$ cat src/rtl/i2c_cfg_pkg.sv
package i2c_cfg_pkg;

  typedef enum logic [2:0] {
    ST_IDLE,
    ST_ADDR,
    ST_ADDR_ACK,
    ST_WR_BYTE,
    ST_WR_ACK,
    ST_RD_BYTE,
    ST_RD_ACK,
    ST_IGNORE
  } tgt_state_e;

  // Five strap-selected addresses; codes above four use the base address.
  function automatic logic [6:0] pick_addr(input logic [6:0] base, input logic [2:0] sel);
    if (sel <= 3'd4) return base + {4'b0000, sel};
    return base;
  endfunction

endpackage

$ cat src/rtl/i2c_bus_sync.sv
module i2c_bus_sync #(
  parameter int SYNC_STAGES = 2
) (
  input  logic clk,
  input  logic rst_n,
  input  logic scl_i,
  input  logic sda_i,
  output logic sda_s,
  output logic scl_rise,
  output logic scl_fall,
  output logic start_det,
  output logic stop_det
);

  logic [SYNC_STAGES-1:0] scl_pipe;
  logic [SYNC_STAGES-1:0] sda_pipe;
  logic                   scl_q;
  logic                   sda_q;
  logic                   scl_s;

  always_ff @(posedge clk or negedge rst_n) begin
    if (!rst_n) begin
      scl_pipe <= '1;
      sda_pipe <= '1;
      scl_q    <= 1'b1;
      sda_q    <= 1'b1;
    end else begin
      scl_pipe <= {scl_pipe[SYNC_STAGES-2:0], scl_i};
      sda_pipe <= {sda_pipe[SYNC_STAGES-2:0], sda_i};
      scl_q    <= scl_pipe[SYNC_STAGES-1];
      sda_q    <= sda_pipe[SYNC_STAGES-1];
    end
  end

  assign scl_s     = scl_pipe[SYNC_STAGES-1];
  assign sda_s     = sda_pipe[SYNC_STAGES-1];
  assign scl_rise  = scl_s & ~scl_q;
  assign scl_fall  = ~scl_s & scl_q;
  assign start_det = scl_s & scl_q & sda_q & ~sda_s;
  assign stop_det  = scl_s & scl_q & ~sda_q & sda_s;

endmodule

$ cat src/rtl/i2c_target_fsm.sv
module i2c_target_fsm
  import i2c_cfg_pkg::*;
(
  input  logic       clk,
  input  logic       rst_n,
  input  logic       scl_rise,
  input  logic       scl_fall,
  input  logic       start_det,
  input  logic       stop_det,
  input  logic       sda_s,
  input  logic [6:0] dev_addr,
  input  logic [7:0] rd_data,
  output logic       sda_oe,
  output logic       ptr_load,
  output logic       wr_en,
  output logic       rd_inc,
  output logic [7:0] wr_byte,
  output tgt_state_e state
);

  tgt_state_e state_q, state_d;
  logic [2:0] cnt_q, cnt_d;
  logic [7:0] shift_q, shift_d;
  logic       rdy_q, rdy_d;
  logic       rw_q, rw_d;
  logic       first_q, first_d;
  logic       hack_q, hack_d;
  logic       oe_q, oe_d;

  always_comb begin
    state_d  = state_q;
    cnt_d    = cnt_q;
    shift_d  = shift_q;
    rdy_d    = rdy_q;
    rw_d     = rw_q;
    first_d  = first_q;
    hack_d   = hack_q;
    oe_d     = oe_q;
    ptr_load = 1'b0;
    wr_en    = 1'b0;
    rd_inc   = 1'b0;
    if (start_det) begin
      state_d = ST_ADDR;
      cnt_d   = 3'd0;
      rdy_d   = 1'b0;
      oe_d    = 1'b0;
    end else if (stop_det) begin
      state_d = ST_IDLE;
      cnt_d   = 3'd0;
      rdy_d   = 1'b0;
      oe_d    = 1'b0;
    end else begin
      case (state_q)
        ST_ADDR, ST_WR_BYTE: begin
          if (scl_rise && !rdy_q) begin
            shift_d = {shift_q[6:0], sda_s};
            cnt_d   = cnt_q + 3'd1;
            if (cnt_q == 3'd7) rdy_d = 1'b1;
          end else if (scl_fall && rdy_q) begin
            rdy_d = 1'b0;
            cnt_d = 3'd0;
            if (state_q == ST_ADDR) begin
              if (shift_q[7:1] == dev_addr) begin
                oe_d    = 1'b1;
                rw_d    = shift_q[0];
                state_d = ST_ADDR_ACK;
              end else begin
                state_d = ST_IGNORE;
              end
            end else begin
              oe_d    = 1'b1;
              state_d = ST_WR_ACK;
              first_d = 1'b0;
              if (first_q) ptr_load = 1'b1;
              else         wr_en    = 1'b1;
            end
          end
        end
        ST_ADDR_ACK: begin
          if (scl_fall) begin
            cnt_d = 3'd0;
            if (rw_q) begin
              shift_d = rd_data;
              oe_d    = ~rd_data[7];
              rd_inc  = 1'b1;
              state_d = ST_RD_BYTE;
            end else begin
              oe_d    = 1'b0;
              first_d = 1'b1;
              state_d = ST_WR_BYTE;
            end
          end
        end
        ST_WR_ACK: begin
          if (scl_fall) begin
            oe_d    = 1'b0;
            state_d = ST_WR_BYTE;
          end
        end
        ST_RD_BYTE: begin
          if (scl_fall) begin
            if (cnt_q == 3'd7) begin
              oe_d    = 1'b0;
              state_d = ST_RD_ACK;
            end else begin
              shift_d = {shift_q[6:0], 1'b0};
              oe_d    = ~shift_q[6];
              cnt_d   = cnt_q + 3'd1;
            end
          end
        end
        ST_RD_ACK: begin
          if (scl_rise) begin
            hack_d = ~sda_s;
          end else if (scl_fall) begin
            cnt_d = 3'd0;
            if (hack_q) begin
              shift_d = rd_data;
              oe_d    = ~rd_data[7];
              rd_inc  = 1'b1;
              state_d = ST_RD_BYTE;
            end else begin
              state_d = ST_IGNORE;
            end
          end
        end
        default: ;
      endcase
    end
  end

  always_ff @(posedge clk or negedge rst_n) begin
    if (!rst_n) begin
      state_q <= ST_IDLE;
      cnt_q   <= 3'd0;
      shift_q <= 8'h00;
      rdy_q   <= 1'b0;
      rw_q    <= 1'b0;
      first_q <= 1'b0;
      hack_q  <= 1'b0;
      oe_q    <= 1'b0;
    end else begin
      state_q <= state_d;
      cnt_q   <= cnt_d;
      shift_q <= shift_d;
      rdy_q   <= rdy_d;
      rw_q    <= rw_d;
      first_q <= first_d;
      hack_q  <= hack_d;
      oe_q    <= oe_d;
    end
  end

  assign sda_oe  = oe_q;
  assign wr_byte = shift_q;
  assign state   = state_q;

endmodule

$ cat src/rtl/i2c_cfg_regfile.sv
module i2c_cfg_regfile #(
  parameter int NUM_REGS = 4,
  localparam int PTR_W   = $clog2(NUM_REGS),
  localparam int CFG_W   = (NUM_REGS - 1) * 8
) (
  input  logic             clk,
  input  logic             rst_n,
  input  logic             ptr_load,
  input  logic             wr_en,
  input  logic             rd_inc,
  input  logic [7:0]       wr_byte,
  input  logic [CFG_W-1:0] strap_i,
  output logic [7:0]       rd_data,
  output logic [PTR_W-1:0] ptr_o,
  output logic [CFG_W-1:0] cfg_o
);

  localparam logic [7:0] OVERRIDE_ON = 8'h01;

  logic [NUM_REGS*8-1:0] regs_flat;
  logic [PTR_W-1:0]      ptr_q, ptr_d;
  logic                  override;

  always_comb begin
    ptr_d = ptr_q;
    if (ptr_load)              ptr_d = wr_byte[PTR_W-1:0];
    else if (wr_en || rd_inc)  ptr_d = ptr_q + PTR_W'(1);
  end

  always_ff @(posedge clk or negedge rst_n) begin
    if (!rst_n) ptr_q <= '0;
    else        ptr_q <= ptr_d;
  end

  for (genvar g = 0; g < NUM_REGS; g++) begin : g_reg
    logic [7:0] r_q;
    logic       r_en;
    assign r_en = wr_en && (ptr_q == PTR_W'(g));
    always_ff @(posedge clk or negedge rst_n) begin
      if (!rst_n)    r_q <= 8'h00;
      else if (r_en) r_q <= wr_byte;
    end
    assign regs_flat[g*8 +: 8] = r_q;
  end

  assign rd_data  = regs_flat[{ptr_q, 3'b000} +: 8];
  assign override = (regs_flat[7:0] == OVERRIDE_ON);
  assign cfg_o    = override ? regs_flat[NUM_REGS*8-1:8] : strap_i;
  assign ptr_o    = ptr_q;

endmodule

$ cat src/rtl/i2c_cfg_target.sv
module i2c_cfg_target
  import i2c_cfg_pkg::*;
#(
  parameter int          NUM_REGS    = 4,
  parameter logic [6:0]  ADDR_BASE   = 7'h2C,
  parameter int          SYNC_STAGES = 2,
  localparam int         CFG_W       = (NUM_REGS - 1) * 8,
  localparam int         PTR_W       = $clog2(NUM_REGS)
) (
  input  logic             clk_i,
  input  logic             rst_n_i,
  input  logic             scl_i,
  input  logic             sda_i,
  output logic             sda_oe_o,
  input  logic [2:0]       addr_sel_i,
  input  logic [CFG_W-1:0] cfg_strap_i,
  output logic [CFG_W-1:0] cfg_o
);

  logic [1:0]       rst_pipe;
  logic             rst_n;
  logic             sda_s, scl_rise, scl_fall, start_det, stop_det;
  logic [6:0]       dev_addr;
  logic [7:0]       rd_data, wr_byte;
  logic             ptr_load, wr_en, rd_inc;
  logic [PTR_W-1:0] ptr;
  tgt_state_e       state;

  // Reset asserts at once and releases on a clock edge.
  always_ff @(posedge clk_i or negedge rst_n_i) begin
    if (!rst_n_i) rst_pipe <= 2'b00;
    else          rst_pipe <= {rst_pipe[0], 1'b1};
  end
  assign rst_n = rst_pipe[1];

  assign dev_addr = pick_addr(ADDR_BASE, addr_sel_i);

  i2c_bus_sync #(.SYNC_STAGES(SYNC_STAGES)) u_sync (
    .clk       (clk_i),
    .rst_n     (rst_n),
    .scl_i     (scl_i),
    .sda_i     (sda_i),
    .sda_s     (sda_s),
    .scl_rise  (scl_rise),
    .scl_fall  (scl_fall),
    .start_det (start_det),
    .stop_det  (stop_det)
  );

  i2c_target_fsm u_fsm (
    .clk       (clk_i),
    .rst_n     (rst_n),
    .scl_rise  (scl_rise),
    .scl_fall  (scl_fall),
    .start_det (start_det),
    .stop_det  (stop_det),
    .sda_s     (sda_s),
    .dev_addr  (dev_addr),
    .rd_data   (rd_data),
    .sda_oe    (sda_oe_o),
    .ptr_load  (ptr_load),
    .wr_en     (wr_en),
    .rd_inc    (rd_inc),
    .wr_byte   (wr_byte),
    .state     (state)
  );

  i2c_cfg_regfile #(.NUM_REGS(NUM_REGS)) u_regs (
    .clk      (clk_i),
    .rst_n    (rst_n),
    .ptr_load (ptr_load),
    .wr_en    (wr_en),
    .rd_inc   (rd_inc),
    .wr_byte  (wr_byte),
    .strap_i  (cfg_strap_i),
    .rd_data  (rd_data),
    .ptr_o    (ptr),
    .cfg_o    (cfg_o)
  );

endmodule

$ cat config.mk
export PLATFORM = sky130hd
export DESIGN_NAME = i2c_cfg_target
export DESIGN_NICKNAME = d
export VERILOG_FILES = /design/src/rtl/i2c_cfg_pkg.sv /design/src/rtl/i2c_bus_sync.sv /design/src/rtl/i2c_target_fsm.sv /design/src/rtl/i2c_cfg_regfile.sv /design/src/rtl/i2c_cfg_target.sv
export SDC_FILE = /design/constraint.sdc
export NUM_CORES = 1
export LEC_CHECK = 0
export ABC_AREA = 0
export BUFFER_PORTS_ARGS = -buffer_cell sky130_fd_sc_hd__buf_2
export CAP_MARGIN = 40
export CORE_ASPECT_RATIO = 2
export CORE_MARGIN = 2
export CORE_UTILIZATION = 40
export CTS_CLUSTER_DIAMETER = 200
export DETAILED_ROUTE_END_ITERATION = 8
export PLACE_DENSITY = 0.65
export SYNTH_ARGS = -nofsm -noshare
export SYNTH_HDL_FRONTEND = slang
export SYNTH_SLANG_ARGS = --single-unit
export TNS_END_PERCENT = 50
$ cat constraint.sdc
create_clock -name clk_i -period 5.75 [get_ports clk_i]
set_input_delay 0.8625 -clock clk_i [delete_from_list [all_inputs] [get_ports clk_i]]
set_output_delay 0.8625 -clock clk_i [all_outputs]
set_load 0.03 [all_outputs]
==> results.sh, run 1 <==
export IMPL_rrSetupSlack_ps=3370
export IMPL_htreeDepth=3
export IMPL_cts_hold_buf=0
export IMPL_dp_hpwl_um=5960
export IMPL_drt_pass1_iterations=4
export IMPL_post_cts_buffers=0
export IMPL_ant_nets=0
export IMPL_grt_pass1_wl_um=13700
export IMPL_drive_above_1_share=0.432
export IMPL_start_util=0.404
export IMPL_maxCapViolCount=0
export IMPL_n_antenna_cell=0
export IMPL_nets=393
export IMPL_max_freq_ghz=0.304
export IMPL_overflow=0
export IMPL_place_ws_ps=2800
export IMPL_postRouteWirelength_um=8260
export IMPL_startpoint_type="flip-flop"
export IMPL_yosys_area_top_type="dfrtp_1"
export IMPL_vdd_drop_max_uv=228
export IMPL_tightest_slew_ps=757
export IMPL_synthDistinctLibCells=60
export IMPL_path_class="reg -> out"
export IMPL_timing_final_crit_share=0.572
export IMPL_crit_fanout=15
export IMPL_reg2regPathDepth=6
export IMPL_met1_length_um=3040
export IMPL_whs_ps=312
export IMPL_synth_async_reset_ratio=1.00
export IMPL_cts_sinks=61
export IMPL_die_area_um2=9420
export IMPL_powerDensity_nw_per_um2=479
export IMPL_p_leak_nw=1.90
export IMPL_ys_top_cells_by_count="mux2_2, dfrtp_1, nand2_1"
export IMPL_slew_violations=0
export IMPL_rr_endpoint="u_fsm.wr_byte[5]"
export IMPL_status="finished, final reports clean"
export IMPL_rows=48
export IMPL_hold_violations=0
export IMPL_synth_seq_cells=61
export IMPL_gp_congestion=0.850
export IMPL_tns_ps=0
export IMPL_num_vias=2608
export IMPL_post_synth_cell_area_avg_um2=11.4
export IMPL_skew_ps=8.23
export IMPL_insertion_delay_ps=330
export IMPL_syn2layout_area_growth_pct=20.5
export IMPL_yosys_top_cells_area="dfrtp_1, mux2_2, mux4_2"
export IMPL_syn_inst=302
export IMPL_syn_area_um2=3450
export IMPL_grt_pass1_vias=2682
export IMPL_rsz0062_at_grt="no"
export IMPL_rr_startpoint="u_fsm.state[1]"
export IMPL_die_h_um=135
export IMPL_die_w_um=69.7
export IMPL_cts_resized=0
export IMPL_cts_root_buf="clkbuf_16"
export IMPL_port_buffers=55
export IMPL_total_power_mw=1.99
export IMPL_seq_area_frac_synth=0.445
export IMPL_via_per_inst=5.66
export IMPL_period_minus_slack_ps=3290
export IMPL_timing_critical_path_required_ps=4890
export IMPL_wl_met3_um=278
export IMPL_finalSetupViolCount=0
export IMPL_hold_class="in -> async"
export IMPL_synth_main_ff_cell="dfrtp_1"
export IMPL_syn_nets=339
export IMPL_synth_edff_count=0
export IMPL_synth_top_area_share=0.399
export IMPL_slew_headroom=0.496
export IMPL_wl_met2_um=4620
export IMPL_drc=0
export IMPL_grt_antenna_before_repair=0
export IMPL_grt_max_degree=60
export IMPL_synth_warnings=0
export IMPL_yosysMostFrequentCell="mux2_2"
export IMPL_end_kind="output pin"
export IMPL_cts_max_path_buffers=2
export IMPL_grt_total_usage=0.189
export IMPL_cts_tree="yes"
export IMPL_setup_ws_ps=2460
export IMPL_top_layer="met4"
export IMPL_wl_per_cell_um=17.9
export IMPL_core_um2=8530
export IMPL_cp_arrival_ps=2430
export IMPL_path_clk_slew_ps=50
export IMPL_num_io_pins=56
export IMPL_cts_inserted_buffers=9
export IMPL_first_iter_violations=127
-- report_power, final --
group	internal, mW	leakage [nW]	switching, mW
clock	0.434	0.165	0.196
sequential	0.524	0.786	0.192
combinational	0.295	0.946	0.350
-- worst max path at each step --
stage	slack (ps)	to	start	cells past startpoint
after floorplan	3430	cfg_o[0]	u_regs.g_reg[0].r_q[0]	4
after global placement	2520	cfg_o[1]	u_regs.g_reg[0].r_q[1]	4
after detailed placement	2800	cfg_o[9]	u_regs.g_reg[0].r_q[1]	5
after CTS	2450	cfg_o[9]	u_regs.g_reg[0].r_q[1]	5
after global routing	2410	cfg_o[1]	u_regs.g_reg[0].r_q[1]	5
final	2460	cfg_o[9]	u_regs.g_reg[0].r_q[1]	5
-- registers in the layout (all words and copies together), names as in the netlist --
register         count
u_sync.scl_pipe      2
u_sync.scl_q         1
u_regs.g.r_q        32
u_fsm.state          3
u_fsm.rdy_q          1
u_regs.ptr_o         2
u_fsm.wr_byte        8
u_fsm.hack_q         1
u_fsm.cnt_q          3
u_sync.sda_pipe      2
u_fsm.sda_oe         1
u_sync.sda_q         1
rst_pipe             2
u_fsm.first_q        1
u_fsm.rw_q           1
-- cells in the final DEF, fill, tap and decap left out, drive strengths merged, types with 3 or more instances in the layout --
| cell | count |
|---|---|
| nor3 | 3 |
| clkbuf | 10 |
| a31oi | 8 |
| mux2 | 58 |
| mux2i | 3 |
| o22ai | 3 |
| dfstp | 6 |
| ha | 6 |
| inv | 11 |
| nor3b | 6 |
| dfrtp | 55 |
| o211ai | 3 |
| mux4 | 8 |
| nand2 | 30 |
| nand2b | 5 |
| nor2b | 4 |
| xnor2 | 4 |
| a21oi | 10 |
| nor2 | 15 |
| buf | 58 |
| o21ai | 12 |
| bufinv | 3 |
-- metal layers --
layer / global-route usage / vias up
met2: 0.340 / 59
met4: 0.106 / 0
met5: 0 / -
met3: 0.0417 / 19
met1: 0.202 / 1316
li1: - / 1214
-- stage by stage --
step / std cells / instance area [µm²] / util
floorplan: 302 / 3450 / -
finish: 461 / 4160 / 0.487
global route: 461 / 4160 / 0.487
CTS: 461 / 4160 / 0.487
detailed placement: 445 / 3810 / 0.446
global placement: 443 / 3780 / 0.444
-- area by class of cell --
class                      count  area, µm²
clock buffer                  10        239
clock inverter                 6        110
fill                         810       4370
inverter                      11       41.3
multi-input combinational    215       1800
sequential                    61       1540
tap                          100        125
timing repair buffer          58        305
-- worst max-delay path, stage by stage (launching register included) --
cell and delay, ps:
dfrtp_1 390, nor4b_1 540, nand2_1 430, buf_8 290, mux2_2 270, buf_2 170
-- logic make-up after synthesis --
family | Yosys count | share of synthesized area
and+or+nand+nor | 76 | 0.119
muxes | 69 | 0.250
DFF | 61 | 0.445
AOI/OAI and AO/OA | 59 | 0.119
buffers and inverters | 26 | 0.0334
adders and majority gates | 6 | 0.0218
xor gates and xnor gates | 4 | 0.0102
other | 1 | 0.00109
No activity file was read; power rests on OpenSTA's default activity.
==> run 2, diff against run 1 <==
Settings changed: ABC_AREA 0 to 1.
Clock period 5.75 ns to 3.1 ns, I/O delays scaled along.
==> run 2 against run 1 <==
Clock skew decreased by 2.8 ps. Setup slack got worse by 1900 ps. Core utilization increased by 0.65 points. Die area increased by 3.7%. Power increased by 67%. Wire length increased by 19%. Final area increased by 2.8%. Sequential power increased by 45%. Non-clock buffer count increased by 7. Clock-buffer cell count increased by 2. Synthesized cell count increased by 57%. Area after synthesis increased by 3.9%. Critical path type unchanged. Largest cell class unchanged. Highest routed layer unchanged.
==> results.sh, run 2 <==
export IMPL_status="finished, final reports clean"
export IMPL_yosys_area_top_type="dfrtp_1"
export IMPL_syn_nets=511
export IMPL_yosys_top_cells_area="dfrtp_1, nand2_1, o21ai_0"
export IMPL_rsz0062_at_grt="no"
export IMPL_drc=0
export IMPL_largest_register="u_regs.g.r_q"
export IMPL_synth_main_ff_cell="dfrtp_1"
export IMPL_syn2layout_area_growth_pct=19.2
export IMPL_grt_total_usage=0.219
export IMPL_overflow=0
export IMPL_start_util=0.414
export IMPL_htreeDepth=3
export IMPL_wl_per_cell_um=15.4
export IMPL_cts_sinks=61
export IMPL_insertion_delay_ps=330
export IMPL_cts_resized=0
export IMPL_p_leak_nw=2.08
export IMPL_period_minus_slack_ps=2550
export IMPL_timing_critical_path_required_ps=2630
export IMPL_cts_root_buf="clkbuf_16"
export IMPL_ant_nets=0
export IMPL_die_h_um=138
export IMPL_drive_above_1_share=0.239
export IMPL_synth_edff_count=0
export IMPL_postRouteWirelength_um=9870
export IMPL_drt_pass1_iterations=5
export IMPL_cts_tree="yes"
export IMPL_slew_headroom=0.584
export IMPL_synth_async_reset_ratio=1.00
export IMPL_synth_warnings=0
export IMPL_synth_top_area_share=0.384
export IMPL_die_w_um=70.9
export IMPL_first_iter_violations=202
export IMPL_maxCapViolCount=0
export IMPL_hold_class="reg -> async"
export IMPL_finalSetupViolCount=0
export IMPL_gp_congestion=0.948
export IMPL_wl_met3_um=321
export IMPL_yosysMostFrequentCell="nand2_1"
export IMPL_end_kind="output pin"
export IMPL_tns_ps=0
export IMPL_wl_met2_um=5310
export IMPL_grt_pass1_vias=3234
export IMPL_path_clk_slew_ps=50
export IMPL_rows=48
export IMPL_seq_area_frac_synth=0.428
export IMPL_final_cell_mix="nand2_1, buf_2, dfrtp_1"
export IMPL_cp_arrival_ps=2080
export IMPL_syn_area_um2=3580
export IMPL_vdd_drop_max_uv=516
export IMPL_via_per_inst=5.18
export IMPL_nets=571
export IMPL_layout_cells_non_filler=639
export IMPL_top_layer="met4"
export IMPL_synth_seq_cells=61
export IMPL_crit_fanout=30
export IMPL_powerDensity_nw_per_um2=776
export IMPL_rrSetupSlack_ps=1120
export IMPL_met1_length_um=3560
export IMPL_num_vias=3312
export IMPL_grt_antenna_before_repair=0
export IMPL_syn_inst=474
export IMPL_dp_cells=616
export IMPL_startpoint_type="flip-flop"
export IMPL_post_synth_cell_area_avg_um2=7.56
export IMPL_slew_violations=0
export IMPL_num_io_pins=56
export IMPL_die_area_um2=9770
export IMPL_skew_ps=5.44
export IMPL_ys_top_cells_by_count="nand2_1, dfrtp_1, inv_1"
export IMPL_hold_violations=0
export IMPL_cts_max_path_buffers=2
export IMPL_grt_pass1_wl_um=16200
export IMPL_fillers=872
export IMPL_largest_reg_flops=32
export IMPL_final_common_cell="nand2_1"
export IMPL_port_buffers=55
export IMPL_synthDistinctLibCells=35
export IMPL_grt_max_degree=31
export IMPL_tightest_slew_ps=624
export IMPL_path_class="reg -> out"
export IMPL_dp_hpwl_um=7590
export IMPL_timing_final_crit_share=0.823
export IMPL_max_freq_ghz=0.392
export IMPL_n_antenna_cell=0
export IMPL_core_um2=8650
export IMPL_cts_inserted_buffers=9
run 2: kinds of logic after synthesis:
group / after synthesis / share of synthesized area
and+or+nand+nor: 209 / 0.264
AOI/OAI and AO/OA: 123 / 0.194
buffers and inverters: 74 / 0.0915
DFF: 61 / 0.428
adders and majority gates: 6 / 0.0210
other: 1 / 0.00105
run 2: critical path: stages (launching register included):
cell     delay [ps]
dfrtp_1         420
nor4_1          370
nand4_1         130
buf_4           190
buf_4           220
o21ai_0         200
buf_2           230
run 2: path summary, 6_finish.rpt:
kind                                              from                 end  cells past startpoint
worst min-delay path                       rst_pipe[1]    u_fsm.wr_byte[4]                      0
worst max register to register         u_regs.ptr_o[0]        u_fsm.sda_oe                      8
worst min register to register             rst_pipe[1]    u_fsm.wr_byte[4]                      0
worst max-delay path            u_regs.g_reg[0].r_q[5]            cfg_o[8]                      6
max in group asynchronous                  rst_pipe[1]  u_sync.scl_pipe[1]                      1
min in group clk_i                               scl_i  u_sync.scl_pipe[0]                      1
run 2: layout make-up:
type,instances,area (µm²),share of cell area
tap,100,125,0.0293
clock buffer,12,246,0.0577
inverter,58,223,0.0522
timing repair buffer,65,373,0.0873
sequential,61,1540,0.360
clock inverter,4,47.5,0.0111
multi-input combinational,339,1720,0.403
run 2: what timing repair did:
item	4_1_cts	5_1_grt
endpoints found under the setup margin	0	1
hold endpoints to repair	2	0
hold buffers	1	0
buffers inserted	0	6
run 2: where the power goes:
part | internal (mW) | switching (mW)
Clock | 0.641 | 0.352
Sequential | 0.906 | 0.129
Combinational | 0.382 | 0.905
run 2: stage by stage:
stage	worst slack, ps	hold slack (ps)	area (µm²)	util	power [mW]
6_report	550	201	4270	0.494	3.32
5_1_grt	430	224	4270	0.494	3.55
4_1_cts	234	227	4230	0.489	3.33
3_5_place_dp	583	220	3920	0.453	2.33
3_3_place_gp	727	250	3890	0.450	2.31
2_1_floorplan	753	169	3580	-	2.01
run 2: per-layer routing:
metal | track usage | vias up
met3 | 0.0424 | 44
met4 | 0.139 | 0
met1 | 0.224 | 1501
met5 | 0 | -
met2 | 0.398 | 103
li1 | - | 1664
